===== config.mk =====
export PLATFORM = sky130hd
export DESIGN_NAME = video_agc
export DESIGN_NICKNAME = d
export VERILOG_FILES = /design/src/rtl/agc_pkg.sv /design/src/rtl/agc_window.sv /design/src/rtl/agc_lock.sv /design/src/rtl/agc_integ.sv /design/src/rtl/video_agc.sv
export SDC_FILE = /design/constraint.sdc
export NUM_CORES = 1
export LEC_CHECK = 0
export ABC_AREA = 0
export BUFFER_PORTS_ARGS = -buffer_cell sky130_fd_sc_hd__buf_2
export CORE_ASPECT_RATIO = 0.7
export CORE_MARGIN = 5
export CORE_UTILIZATION = 35
export DETAILED_ROUTE_END_ITERATION = 7
export PLACE_DENSITY_LB_ADDON = 0.3
export REMOVE_ABC_BUFFERS = 1
export SLEW_MARGIN = 40
export SYNTH_ARGS = -nofsm -noshare
export SYNTH_HDL_FRONTEND = slang
export SYNTH_SLANG_ARGS = --single-unit

===== constraint.sdc =====
create_clock -name clk -period 10.7 [get_ports clk]
set_input_delay 0.535 -clock clk [delete_from_list [all_inputs] [get_ports clk]]
set_output_delay 0.535 -clock clk [all_outputs]
set_load 0.005 [all_outputs]

===== src/rtl/agc_pkg.sv =====
package agc_pkg;
  typedef logic [7:0] code_t;
  typedef logic signed [9:0] err_t;

  function automatic logic [9:0] mag(input err_t e);
    return e[9] ? 10'(-e) : 10'(e);
  endfunction
endpackage


===== src/rtl/agc_window.sv =====
module agc_window #(
  parameter int WIN_LG = 2
) (
  input  logic        clk,
  input  logic        rst_n,
  input  logic        smp_en,
  input  logic        line_done,
  input  agc_pkg::code_t smp,
  output agc_pkg::code_t avg,
  output logic        full
);
  localparam int WIN = 1 << WIN_LG;
  localparam int CW  = WIN_LG + 1;
  localparam int SW  = 8 + WIN_LG;

  logic [CW-1:0] cnt;
  logic [SW-1:0] sum;

  always_ff @(posedge clk or negedge rst_n) begin
    if (!rst_n) begin
      cnt <= '0;
      sum <= '0;
    end else if (line_done) begin
      cnt <= smp_en ? CW'(1) : '0;
      sum <= smp_en ? SW'(smp) : '0;
    end else if (smp_en && cnt != CW'(WIN)) begin
      cnt <= cnt + CW'(1);
      sum <= sum + SW'(smp);
    end
  end

  assign avg  = sum[SW-1:WIN_LG];
  assign full = (cnt == CW'(WIN));


  cnt_cap_chk: assert property (@(posedge clk) disable iff (!rst_n) cnt <= CW'(WIN));

  sum_hold_chk: assert property (@(posedge clk) disable iff (!rst_n)
    full && !line_done |=> $stable(sum));
endmodule


===== src/rtl/agc_lock.sv =====
module agc_lock #(
  parameter int LOCK_LINES = 8,
  parameter int LOSS_LINES = 4,
  parameter int LOCK_TOL   = 2,
  parameter int LOSS_TOL   = 6
) (
  input  logic       clk,
  input  logic       rst_n,
  input  logic       upd,
  input  logic [9:0] err_mag,
  output logic       locked
);
  localparam int GW = $clog2(LOCK_LINES + 1);
  localparam int BW = $clog2(LOSS_LINES + 1);

  logic [GW-1:0] good_run;
  logic [BW-1:0] bad_run;
  logic good, bad;

  assign good = (err_mag <= 10'(LOCK_TOL));
  assign bad  = (err_mag >  10'(LOSS_TOL));

  always_ff @(posedge clk or negedge rst_n) begin
    if (!rst_n) begin
      good_run <= '0;
      bad_run  <= '0;
      locked   <= 1'b0;
    end else if (upd) begin
      if (good) begin
        bad_run <= '0;
        if (good_run == GW'(LOCK_LINES - 1)) locked <= 1'b1;
        else good_run <= good_run + GW'(1);
      end else if (bad) begin
        good_run <= '0;
        if (bad_run == BW'(LOSS_LINES - 1)) locked <= 1'b0;
        else bad_run <= bad_run + BW'(1);
      end else begin
        good_run <= '0;
        bad_run  <= '0;
      end
    end
  end


  lock_idle_chk: assert property (@(posedge clk) disable iff (!rst_n) !upd |=> $stable(locked));

  lock_keep_chk: assert property (@(posedge clk) disable iff (!rst_n)
    locked && upd && good |=> locked);
endmodule


===== src/rtl/agc_integ.sv =====
module agc_integ #(
  parameter int INIT_GAIN  = 128,
  parameter int SHIFT_BASE = 2
) (
  input  logic          clk,
  input  logic          rst_n,
  input  logic          upd_err,
  input  logic          dec,
  input  agc_pkg::err_t err,
  input  logic [2:0]    shift,
  output agc_pkg::code_t gain
);
  localparam int FRAC = SHIFT_BASE + 3;
  localparam int AW   = 8 + FRAC;
  localparam int XW   = AW + 6;

  logic [AW-1:0] acc;
  logic [2:0] shamt;
  logic signed [XW-1:0] step, nxt;
  logic [AW-1:0] sat;

  assign shamt = 3'(FRAC) - shift;
  assign step  = $signed({{(XW-10){err[9]}}, err}) <<< shamt;
  assign nxt   = $signed({6'b0, acc}) + step;

  always_comb begin
    if (nxt[XW-1])            sat = '0;
    else if (|nxt[XW-2:AW])   sat = '1;
    else                      sat = nxt[AW-1:0];
  end

  always_ff @(posedge clk or negedge rst_n) begin
    if (!rst_n)       acc <= AW'(INIT_GAIN) << FRAC;
    else if (dec)     acc <= (acc >= (AW'(1) << FRAC)) ? acc - (AW'(1) << FRAC) : '0;
    else if (upd_err) acc <= sat;
  end

  assign gain = acc[AW-1:FRAC];


  acc_hold_chk: assert property (@(posedge clk) disable iff (!rst_n)
    !(upd_err || dec) |=> $stable(acc));

  dec_step_chk: assert property (@(posedge clk) disable iff (!rst_n)
    dec && gain != 8'd0 |=> gain == $past(gain) - 8'd1);
endmodule


===== src/rtl/video_agc.sv =====
module video_agc #(
  parameter int WIN_LG     = 2,
  parameter int INIT_GAIN  = 128,
  parameter int SHIFT_BASE = 2,
  parameter int LOCK_LINES = 8,
  parameter int LOSS_LINES = 4,
  parameter int LOCK_TOL   = 2,
  parameter int LOSS_TOL   = 6
) (
  input  logic       clk,
  input  logic       rst_n,
  input  logic       in_valid,
  output logic       in_ready,
  input  logic [7:0] in_data,
  input  logic       in_tip,
  input  logic       in_porch,
  input  logic       line_done,
  input  logic       cfg_gain_sel,
  input  logic       cfg_ovf_en,
  input  logic       cfg_freeze,
  input  logic [7:0] cfg_manual,
  input  logic [1:0] cfg_tc,
  input  logic       cfg_acq_en,
  output logic [7:0] gain_out,
  output logic       locked
);
  import agc_pkg::*;

  localparam int TGT_LO = 68;
  localparam int TGT_HI = 54;

  code_t tip_avg, porch_avg, loop_gain;
  logic  tip_full, porch_full, hit_max, max_now;
  logic  meas_ok, ovf_line, upd_err, dec, lock_upd, acq_fast;
  err_t  diff, err;
  logic [2:0] shift;

  assign in_ready = 1'b1;
  assign max_now  = in_valid && in_data == 8'hFF;

  agc_window #(.WIN_LG(WIN_LG)) u_tip (
    .clk(clk), .rst_n(rst_n), .smp_en(in_valid && in_tip), .line_done(line_done),
    .smp(in_data), .avg(tip_avg), .full(tip_full));

  agc_window #(.WIN_LG(WIN_LG)) u_porch (
    .clk(clk), .rst_n(rst_n), .smp_en(in_valid && in_porch), .line_done(line_done),
    .smp(in_data), .avg(porch_avg), .full(porch_full));

  always_ff @(posedge clk or negedge rst_n) begin
    if (!rst_n)         hit_max <= 1'b0;
    else if (line_done) hit_max <= max_now;
    else if (max_now)   hit_max <= 1'b1;
  end

  assign diff     = $signed({2'b0, porch_avg}) - $signed({2'b0, tip_avg});
  assign err      = (cfg_gain_sel ? 10'sd54 : 10'sd68) - diff;
  assign meas_ok  = tip_full && porch_full;
  assign ovf_line = cfg_ovf_en && hit_max;
  assign upd_err  = line_done && meas_ok && !ovf_line && !cfg_freeze;
  assign dec      = line_done && ovf_line && !cfg_freeze;
  assign lock_upd = line_done && meas_ok && !ovf_line;
  assign acq_fast = cfg_acq_en && !locked;
  assign shift    = 3'(SHIFT_BASE) + {1'b0, cfg_tc} - {2'b0, acq_fast};

  agc_integ #(.INIT_GAIN(INIT_GAIN), .SHIFT_BASE(SHIFT_BASE)) u_integ (
    .clk(clk), .rst_n(rst_n), .upd_err(upd_err), .dec(dec), .err(err),
    .shift(shift), .gain(loop_gain));

  agc_lock #(.LOCK_LINES(LOCK_LINES), .LOSS_LINES(LOSS_LINES),
             .LOCK_TOL(LOCK_TOL), .LOSS_TOL(LOSS_TOL)) u_lock (
    .clk(clk), .rst_n(rst_n), .upd(lock_upd), .err_mag(mag(err)), .locked(locked));

  assign gain_out = cfg_freeze ? cfg_manual : loop_gain;


  max_flag_chk: assert property (@(posedge clk) disable iff (!rst_n)
    !in_valid && !line_done |=> $stable(hit_max));

  ovf_lock_chk: assert property (@(posedge clk) disable iff (!rst_n)
    line_done && ovf_line |=> $stable(locked));
endmodule


==> results of run 1 <==
## critical path: stages (launching register included)
cell      delay, ns
dfrtp_1        0.41
ha_1           0.27
fa_1           0.42
nor2b_1        0.16
o31a_1         0.19
o21ai_0        0.09
nand2b_1       0.09
xnor2_1        0.15
ha_1           0.28
and2_1         0.19
a221oi_1       0.35
o21ai_2        0.15
a21oi_1        0.56
nor2_1         0.12
a211o_1        0.29
o211ai_1       0.09
a21boi_0       0.22
ha_1           0.31
a21o_1         0.21
a22o_1         0.27
o41ai_1        0.44
a31oi_1        0.13
or3_1          0.39
nand3_1        0.42
a41oi_1        0.19
## registers in the layout, summed over array words and instances, names as in the netlist
| name | cells |
|---|---|
| hit_max | 1 |
| u_tip.sum | 10 |
| u_integ.acc | 13 |
| u_lock.good_run | 4 |
| u_tip.cnt | 3 |
| u_lock.locked | 1 |
| u_porch.sum | 10 |
| u_porch.cnt | 3 |
| u_lock.bad_run | 3 |
## path summary, 6_finish.rpt
kind	from	end	cells after the start
setup / recovery	u_tip.sum[2]	u_integ.acc[1]	24
hold / removal	rst_n	u_tip.sum[1]	2
setup reg to reg	u_tip.sum[2]	u_integ.acc[1]	24
hold reg to reg	u_lock.bad_run[0]	u_lock.bad_run[0]	1
max in group asynchronous	rst_n	u_integ.acc[7]	2
min in group clk	u_lock.bad_run[0]	u_lock.bad_run[0]	1
## through the flow
step / area [µm²] / power (mW) / instances
2_1_floorplan: 5250 / 0.925 / 660
3_3_place_gp: 5690 / 1.13 / 893
6_report: 5900 / 1.37 / 901
5_1_grt: 5900 / 1.49 / 901
3_5_place_dp: 5700 / 1.13 / 893
4_1_cts: 5900 / 1.35 / 901
## cells by family (layout without fill, tap and decap cells)
logic type / count (synthesis) / in the layout
AOI/OAI and AO/OA: 221 / 221
and+or+nand+nor: 219 / 219
buffers and inverters: 81 / 101
adders and majority gates: 59 / 59
DFF: 48 / 48
xor gates and xnor gates: 38 / 38
muxes: 19 / 19
other: 1 / 1
## synth_stat cells (6+ instances only)
cell type  instances
a21o_1            10
a21oi_1           77
a31oi_1           12
a32oi_1           10
and2_1             6
and3_1             6
clkbuf_1          16
dfrtp_1           47
ha_1              54
inv_1             54
mux2_2             8
mux2i_1           11
nand2_1           40
nand2b_1          12
nand3_1           14
nand4_1            6
nor2_1            71
nor2b_1           13
nor3_1            12
nor4_1             7
o211ai_1           7
o21a_1            12
o21ai_0           34
o21bai_1           6
or3_1              9
xnor2_1           23
xor2_1            15
## area by class of cell
type                       instances  area, µm²
fill                            1502       8960
multi-input combinational        557       3850
sequential                        48       1200
tap                              195        244
inverter                          55        206
timing repair buffer              38        195
clock buffer                       5        125
clock inverter                     3       68.8
## power by group
part           switching [mW]  total, mW  leakage, nW  internal [mW]
registers              0.0132      0.208        0.618          0.195
clock network          0.0773      0.212       0.0944          0.135
logic                   0.580      0.947         1.98          0.367
## layer usage
metal / routed length (µm) / global-route usage / part of all wire
met5: 0 / 0 / 0
met4: 178 / 0.0330 / 0.012
met3: 597 / 0.0178 / 0.042
met2: 5530 / 0.213 / 0.39
met1: 7950 / 0.275 / 0.56
==> summary.md, run 1 <==
| Metric | Value |
|---|---|
| Pwr dens | `232 mW/mm²` |
| Worst min path class | `in2async` |
| Most frequent cells in the layout | `a21oi_1, nor2_1, inv_1, ha_1, dfrtp_1` |
| Die W | `158 µm` |
| Yosys warning total | `0` |
| Synth Instances | `686` |
| Global route overflow | `0` |
| Max-cap viol count | `0` |
| Wire length per cell | `15.8 µm` |
| Hold_ws | `0.339 ns` |
| Post-synthesis compound-gate area fraction | `0.269` |
| Post-Syn Area | `0.00538 mm²` |
| Die Span Y | `114 µm` |
| Initial Utilization | `0.362` |
| Setup Fix Bufs, Post-CTS | `0` |
| Setup CP Type | `reg2reg` |
| Clock buffer depth | `2` |
| Worst clock skew | `0.00912 ns` |
| Yosys reg bits | `48` |
| Largest net degree at the start of global routing | `49` |
| Share of the synthesized area in the top cell type | `0.219` |
| IO buf count | `36` |
| Core area | `0.0149 mm²` |
| Ant diodes | `0` |
| Async set or reset register ratio after synthesis | `1.00` |
| Tmin final | `6.56 ns` |
| Maximum VDD drop | `0.101 mV` |
| Total wire length | `14300 µm` |
| Synth area leader | `dfrtp_1` |
| Largest family of logic cells by synthesized area | `compound AO/OA/AOI/OAI gates` |
| Area growth, synth to finish | `9.63%` |
| Routed vias | `4930` |
| Clock Latency Late Sink | `0.30 ns` |
| First-pass GRT wire length | `23900 µm` |
| DP HPWL | `11100 µm` |
| Fraction of synthesized area in multiplexers | `0.0372` |
| FF-to-FF setup slack | `4.14 ns` |
| Setup_tns | `0 ns` |
| Slew headroom | `0.503` |
| Setup WS pre-CTS | `4.21 ns` |
| Data required, critical path | `10.84 ns` |
| CTS sink cnt | `48` |
| Share of cells above drive strength 1 | `0.108` |
| Nets | `792` |
| Row count | `37` |
| Setup Viol. Count Final | `0` |
| Mean post-synth cell area | `7.84 µm²` |
| CTS Buf Count | `5` |
| Leakage power | `2.69 nW` |
| Post-layout util | `0.397` |
| Hold-fix buffers, CTS | `0` |
| Vias in the first global route | `4533` |
| DRT Pass-1 Iters | `5` |
| H-tree depth | `2` |
| Sequential share of the synthesized area | `0.224` |
| Unrepaired setup endpoints after global routing | `no` |
| Initial DRC count | `339` |
| CP Capture Type | `flip-flop` |
| Initial antenna violation count | `0` |
| CP Max Fanout | `12` |
| Post-Synth Adder-Cell Area | `0.144` |
| Startpoint Class | `flip-flop` |
| Ports | `38` |
| Synth Area in Simple Gates | `0.201` |
| Post-synth EDFFs | `0` |
| DRC | `0` |
| Placer Congestion | `0.903` |
| Max Freq | `0.152 GHz` |
| Critical Path AT | `6.70 ns` |
| Global-route usage over all layers | `0.162` |
| Final critical-path share of the clock period | `0.613` |
| Final WS setup | `4.14 ns` |
| Final Hold Viols | `0` |
| Top_reg_cell synth | `dfrtp_1` |
| Cts repair resizes | `0` |
| Run status | `finished clean` |
| Die ar. | `0.0180 mm²` |
| Routed vias/inst | `5.47` |
| Worst-path clk slew | `0.07 ns` |
| Synth top area cells | `dfrtp_1, ha_1, a21oi_1` |
| TritonCTS clock tree | `done` |
| Final Max Tran Viols | `0` |
| Commonest non-fill, non-tap cell in the layout | `a21oi_1` |
| Clock tree root driver cell | `clkbuf_16` |
| Worst-Margin Slew | `0.743 ns` |
| Synth Area in XOR/XNOR | `0.0619` |
| Post-route ant nets | `0` |
| Cell variety after synth | `76` |
Power figures use the tool's default switching activity.
==> run 2: changes to the inputs <==
--- a/config.mk
+++ b/config.mk
@@ -5,7 +5,7 @@
 export SDC_FILE = /design/constraint.sdc
 export NUM_CORES = 1
 export LEC_CHECK = 0
-export ABC_AREA = 0
+export ABC_AREA = 1
 export BUFFER_PORTS_ARGS = -buffer_cell sky130_fd_sc_hd__buf_2
 export CORE_ASPECT_RATIO = 0.7
 export CORE_MARGIN = 5
==> constraint.sdc (replaced) <==
create_clock -name clk -period 6.4 [get_ports clk]
set_input_delay 0.32 -clock clk [delete_from_list [all_inputs] [get_ports clk]]
set_output_delay 0.32 -clock clk [all_outputs]
set_load 0.005 [all_outputs]
==> summary.md, run 2 <==
| Metric | Value |
|---|---|
| Yosys reg bits | `48` |
| Max Freq | `0.174 GHz` |
| Storage element area | `0.00120 mm²` |
| Reg power frac | `0.127` |
| Startpoint Class | `flip-flop` |
| Cts repair resizes | `0` |
| Placer Congestion | `0.809` |
| Data required, critical path | `6.59 ns` |
| Sw Share | `0.555` |
| Max-cap viol count | `0` |
| Pwr Total | `2.86 mW` |
| Multi-input gate area | `0.00375 mm²` |
| Clock tree root driver cell | `clkbuf_16` |
| Part of the power in the clock network | `0.103` |
| Worst-Margin Slew | `0.762 ns` |
| Async set or reset register ratio after synthesis | `1.00` |
| CP Capture Type | `flip-flop` |
| Final critical-path share of the clock period | `0.900` |
| Max reg flops | `13` |
| DRC | `0` |
| Worst min path class | `in2async` |
| Global route overflow | `0` |
| Crit-path slowest cell | `fa_1` |
| Wire length per cell | `12.9 µm` |
| Area growth, synth to finish | `10.0%` |
| Initial Utilization | `0.356` |
| Post-layout util | `0.391` |
| Logic pwr share | `0.770` |
| Global-route usage over all layers | `0.148` |
| Routed vias | `5083` |
| R2R depth | `34` |
| CP Max Fanout | `8` |
| Commonest non-fill, non-tap cell in the layout | `nand2_1` |
| CTS Buf Count | `5` |
| DRT Pass-1 Iters | `5` |
| Share of the synthesized area in the top cell type | `0.215` |
| CTS sink cnt | `48` |
| Mean post-synth cell area | `6.82 µm²` |
| Tmin final | `5.76 ns` |
| H-tree depth | `2` |
| Initial antenna violation count | `0` |
| P_sw | `1.58 mW` |
| Sequential share of the synthesized area | `0.220` |
| Leakage power | `3.11 nW` |
| Setup CP Type | `reg2reg` |
| Top Registers | `u_integ.acc x13, u_porch.sum x10, u_tip.sum x10` |
| Final Hold Viols | `0` |
| Post-synth EDFFs | `0` |
| TritonCTS clock tree | `done` |
| Yosys warning total | `0` |
| First-pass GRT wire length | `22700 µm` |
| Worst-path clk slew | `0.07 ns` |
| Core area | `0.0154 mm²` |
| Row count | `38` |
| Post-route ant nets | `0` |
| Clock buffer depth | `2` |
| Vias in the first global route | `4498` |
| Unrepaired setup endpoints after global routing | `no` |
| Setup Fix Bufs, Post-CTS | `0` |
| Synth Instances | `803` |
| # fillers | `1656` |
| Cells after DPL | `1028` |
| Nets | `922` |
| Run status | `finished clean` |
| DP HPWL | `10700 µm` |
| Commonest cells post-synth | `nand2_1, inv_1, nor2_1, o21ai_0` |
| Largest Register | `u_integ.acc` |
| Largest net degree at the start of global routing | `49` |
| Ports | `38` |
| Top_reg_cell synth | `dfrtp_1` |
| Initial DRC count | `371` |
| Share of cells above drive strength 1 | `0.139` |
| CP dominant cell by count | `nand2_1` |
| Most frequent cells in the layout | `nand2_1, inv_1, nor2_1, o21ai_0` |
| Die Span Y | `115 µm` |
| Final instance area | `0.00603 mm²` |
| Die ar. | `0.0183 mm²` |
| IO buf count | `36` |
| Routed vias/inst | `4.91` |
| Setup Viol. Count Final | `0` |
| P_int | `1.27 mW` |
| Hold-fix buffers, CTS | `0` |
| Cell variety after synth | `57` |
| Post-Syn Area | `0.00548 mm²` |
| Ant diodes | `0` |
| Total wire length | `13400 µm` |
| Worst clock skew | `0.0105 ns` |
| Most frequent cell after synthesis | `nand2_1` |
| Slew headroom | `0.490` |
| Non-Filler Instances | `1036` |
| Maximum VDD drop | `0.220 mV` |
| Critical Path AT | `5.95 ns` |
| Setup_tns | `0 ns` |
| Synth top area cells | `dfrtp_1, ha_1, nand2_1` |
| Pwr dens | `474 mW/mm²` |
| Die W | `160 µm` |
| Clock Latency Late Sink | `0.30 ns` |
| Largest stage delay, worst path | `0.42 ns` |
| Area post-placement | `0.00587 mm²` |
| Synth area leader | `dfrtp_1` |
| Final Max Tran Viols | `0` |
==> run 2: cell types whose count changed in the layout (fill, tap and decap cells not counted), sizes merged, moves of 9 or more <==
cell	before	now
o21a	12	0
nand2	40	188
xnor2	23	12
a21oi	78	64
nor2	72	83
nor2b	13	0
and2	11	2
a22oi	0	9
nand2b	12	0
o21ai	39	79
nand3	14	54
inv	55	120
a32oi	10	0
a21o	10	1
==> run 2: cells by family after synthesis <==
logic type / after synthesis / share of synthesized area
AO/OA/AOI/OAI: 167 / 0.173
XOR/XNOR: 30 / 0.0548
adder cells (fa/ha/maj): 59 / 0.142
buffers and inverters: 137 / 0.0959
flip-flops: 48 / 0.220
multiplexers: 4 / 0.00731
other: 1 / 0.000685
AND/OR/NAND/NOR: 357 / 0.307
==> run 2: critical path: cells and delay by family, from the launching register on <==
family / cells / cell delay, ns
compound gates: 10 / 1.81
buf+inv: 2 / 0.21
fa+ha+maj: 4 / 1.32
flops: 1 / 0.41
simple gates: 16 / 1.57
xor+xnor: 1 / 0.20
mux: 1 / 0.13
==> run 2: final cells by class <==
type | count | area share
timing repair buffer | 38 | 0.0324
inverter | 124 | 0.0783
clock buffer | 6 | 0.0230
sequential | 48 | 0.200
clock inverter | 2 | 0.00228
tap | 200 | 0.0415
multi-input combinational | 618 | 0.623
==> run 2: final timing paths <==
check	endpoint	from	slack, ns
worst min-delay path	u_porch.sum[0]	rst_n	0.13
min in group clk	hit_max	in_valid	0.32
worst max-delay path	u_integ.acc[11]	u_tip.sum[2]	0.64
worst max register to register	u_integ.acc[11]	u_tip.sum[2]	0.64
max in group asynchronous	u_integ.acc[10]	rst_n	5.81
worst min register to register	u_tip.cnt[2]	u_tip.cnt[2]	0.47
==> run 2: power by group through the flow <==
| stage | Combinational, mW | Sequential, mW | Clock [mW] |
|---|---|---|---|
| finish | 2.20 | 0.364 | 0.295 |
| global route | 2.49 | 0.368 | 0.313 |
| CTS | 2.19 | 0.363 | 0.300 |
| detailed placement | 2.17 | 0.369 | 0 |
| global placement | 2.18 | 0.369 | 0 |
| floorplan | 1.78 | 0.361 | 0 |
==> run 2: layer usage <==
metal  wire, µm  GRT usage
met1       7860      0.245
met2       5010      0.202
met3        433     0.0198
met4         65     0.0250
met5          0          0
==> run 2: per-stage QoR <==
step                      worst slack, ns  hold WS [ns]
final                               0.640         0.128
after detailed placement            0.719         0.460
after global routing               0.0743         0.199
after global placement              0.779         0.457
after floorplan                      1.46        0.0244
after CTS                           0.680         0.161
==> run 3: changes to the inputs <==
--- a/config.mk
+++ b/config.mk
@@ -11,6 +11,7 @@
 export CORE_MARGIN = 5
 export CORE_UTILIZATION = 35
 export DETAILED_ROUTE_END_ITERATION = 7
+export GPL_TIMING_DRIVEN = 0
 export PLACE_DENSITY_LB_ADDON = 0.3
 export REMOVE_ABC_BUFFERS = 1
 export SLEW_MARGIN = 40
==> summary.md, run 3 (same netlist as run 2, synthesis figures left out) <==
| Metric | Value |
|---|---|
| Core area | `0.0154 mm²` |
| Max-cap viol count | `0` |
| Worst clock skew | `0.00577 ns` |
| Worst-path clk slew | `0.07 ns` |
| Leakage power | `3.09 nW` |
| First-pass GRT wire length | `21600 µm` |
| Post-route ant nets | `0` |
| Largest Register | `u_integ.acc` |
| Routed vias/inst | `4.87` |
| Placer Congestion | `0.888` |
| Die Span Y | `115 µm` |
| Setup Viol. Count Final | `0` |
| Slew headroom | `0.515` |
| Setup_tns | `0 ns` |
| Clock buffer depth | `2` |
| Largest net degree at the start of global routing | `49` |
| Crit Reg-Reg Endpoint | `u_integ.acc[7]` |
| Initial Utilization | `0.356` |
| Global-route usage over all layers | `0.141` |
| Share of cells above drive strength 1 | `0.136` |
| Run status | `finished clean` |
| CP Capture Type | `flip-flop` |
| Setup Fix Bufs, Post-CTS | `0` |
| CP Max Fanout | `8` |
| Worst-Margin Slew | `0.725 ns` |
| Max Freq | `0.173 GHz` |
| CTS Buf Count | `5` |
| Max reg flops | `13` |
| DRC | `0` |
| TritonCTS clock tree | `done` |
| Critical Path AT | `5.97 ns` |
| Crit-path slowest cell | `fa_1` |
| Top Layer Used | `met4` |
| Final Max Tran Viols | `0` |
| Wire length per cell | `12.5 µm` |
| Nets | `920` |
| R2R depth | `34` |
| DP HPWL | `10400 µm` |
| Clock tree root driver cell | `clkbuf_16` |
| Maximum VDD drop | `0.204 mV` |
| Row count | `38` |
| Ant diodes | `0` |
| Die W | `160 µm` |
| Clock Latency Late Sink | `0.30 ns` |
| Area growth, synth to finish | `9.75%` |
| Startpoint Class | `flip-flop` |
| IO buf count | `36` |
| Pwr dens | `474 mW/mm²` |
| Met2 wire len | `4840 µm` |
| Top Registers | `u_integ.acc x13, u_porch.sum x10, u_tip.sum x10` |
| Tmin final | `5.77 ns` |
| Initial DRC count | `344` |
| H-tree depth | `2` |
| Reg-to-reg startpoint | `u_tip.sum[2]` |
| Total wire length | `12900 µm` |
| Final critical-path share of the clock period | `0.902` |
| Largest stage delay, worst path | `0.42 ns` |
| Routed vias | `5032` |
| Worst min path class | `in2async` |
| Global route overflow | `0` |
| CP bufs+invs | `2` |
| Initial antenna violation count | `0` |
| Most frequent cells in the layout | `nand2_1, inv_1, nor2_1, o21ai_0` |
| Metal1 wirelength | `7420 µm` |
| Die ar. | `0.0183 mm²` |
| Commonest non-fill, non-tap cell in the layout | `nand2_1` |
| CP delay by family, top | `compound AO/OA/AOI/OAI gates` |
| FF-to-FF setup slack | `0.63 ns` |
| DRT Pass-1 Iters | `5` |
| Unrepaired setup endpoints after global routing | `no` |
| Data required, critical path | `6.59 ns` |
| Vias in the first global route | `4420` |
| Setup CP Type | `reg2reg` |
| CTS sink cnt | `48` |
| Pwr Total | `2.85 mW` |
| DR WL met3 | `451 µm` |
| Final Hold Viols | `0` |
| Ports | `38` |
| CP dominant cell by count | `nand2_1` |
==> run 3: timing repair <==
action,4_1_cts,5_1_grt
hold buffers,0,0
setup endpoints to repair,0,3
gates resized for setup,0,1
==> run 3: metrics by stage <==
step / setup WS [ns] / utilization / instance area (µm²) / hold slack, ns / std cells
5_1_grt: 0.0855 / 0.390 / 6010 / 0.112 / 1033
2_1_floorplan: 1.46 / - / 5420 / 0.0244 / 790
3_5_place_dp: 0.649 / 0.381 / 5860 / 0.406 / 1026
3_3_place_gp: 0.648 / 0.380 / 5850 / 0.462 / 1026
4_1_cts: 0.622 / 0.390 / 6010 / 0.0782 / 1033
6_report: 0.626 / 0.390 / 6010 / 0.0455 / 1033
==> run 3: layer usage <==
| metal | up-vias | global-route usage |
|---|---|---|
| li1 | 2717 | - |
| met3 | 10 | 0.0184 |
| met2 | 88 | 0.194 |
| met1 | 2217 | 0.228 |
| met4 | 0 | 0.0352 |
| met5 | - | 0 |
==> run 3: final cells by class <==
class                   count  area, µm²
multi-input cells         618       3760
clock inverters             1       8.76
fillers                  1648       9390
flip-flops and latches     48       1200
repair buffers             36        183
clock buffers               6        139
inverters                 124        472
well taps                 200        250
==> run 3: worst max path at each step <==
stage / depth (start not counted) / startpoint / end / slack (ns)
after floorplan: 34 / u_tip.sum[2] / u_integ.acc[10] / 1.46
after global placement: 34 / u_tip.sum[2] / u_integ.acc[7] / 0.65
after detailed placement: 34 / u_tip.sum[2] / u_integ.acc[7] / 0.65
after CTS: 34 / u_tip.sum[2] / u_integ.acc[7] / 0.62
after global routing: 34 / u_tip.sum[2] / u_integ.acc[7] / 0.09
final: 34 / u_tip.sum[2] / u_integ.acc[7] / 0.63
==> run 3: where the power goes <==
group	internal [mW]	leakage, nW	total (mW)	switching (mW)
registers	0.336	0.613	0.363	0.0264
logic	0.778	2.41	2.20	1.42
clock network	0.155	0.0729	0.285	0.130
total	1.27	3.09	2.85	1.58
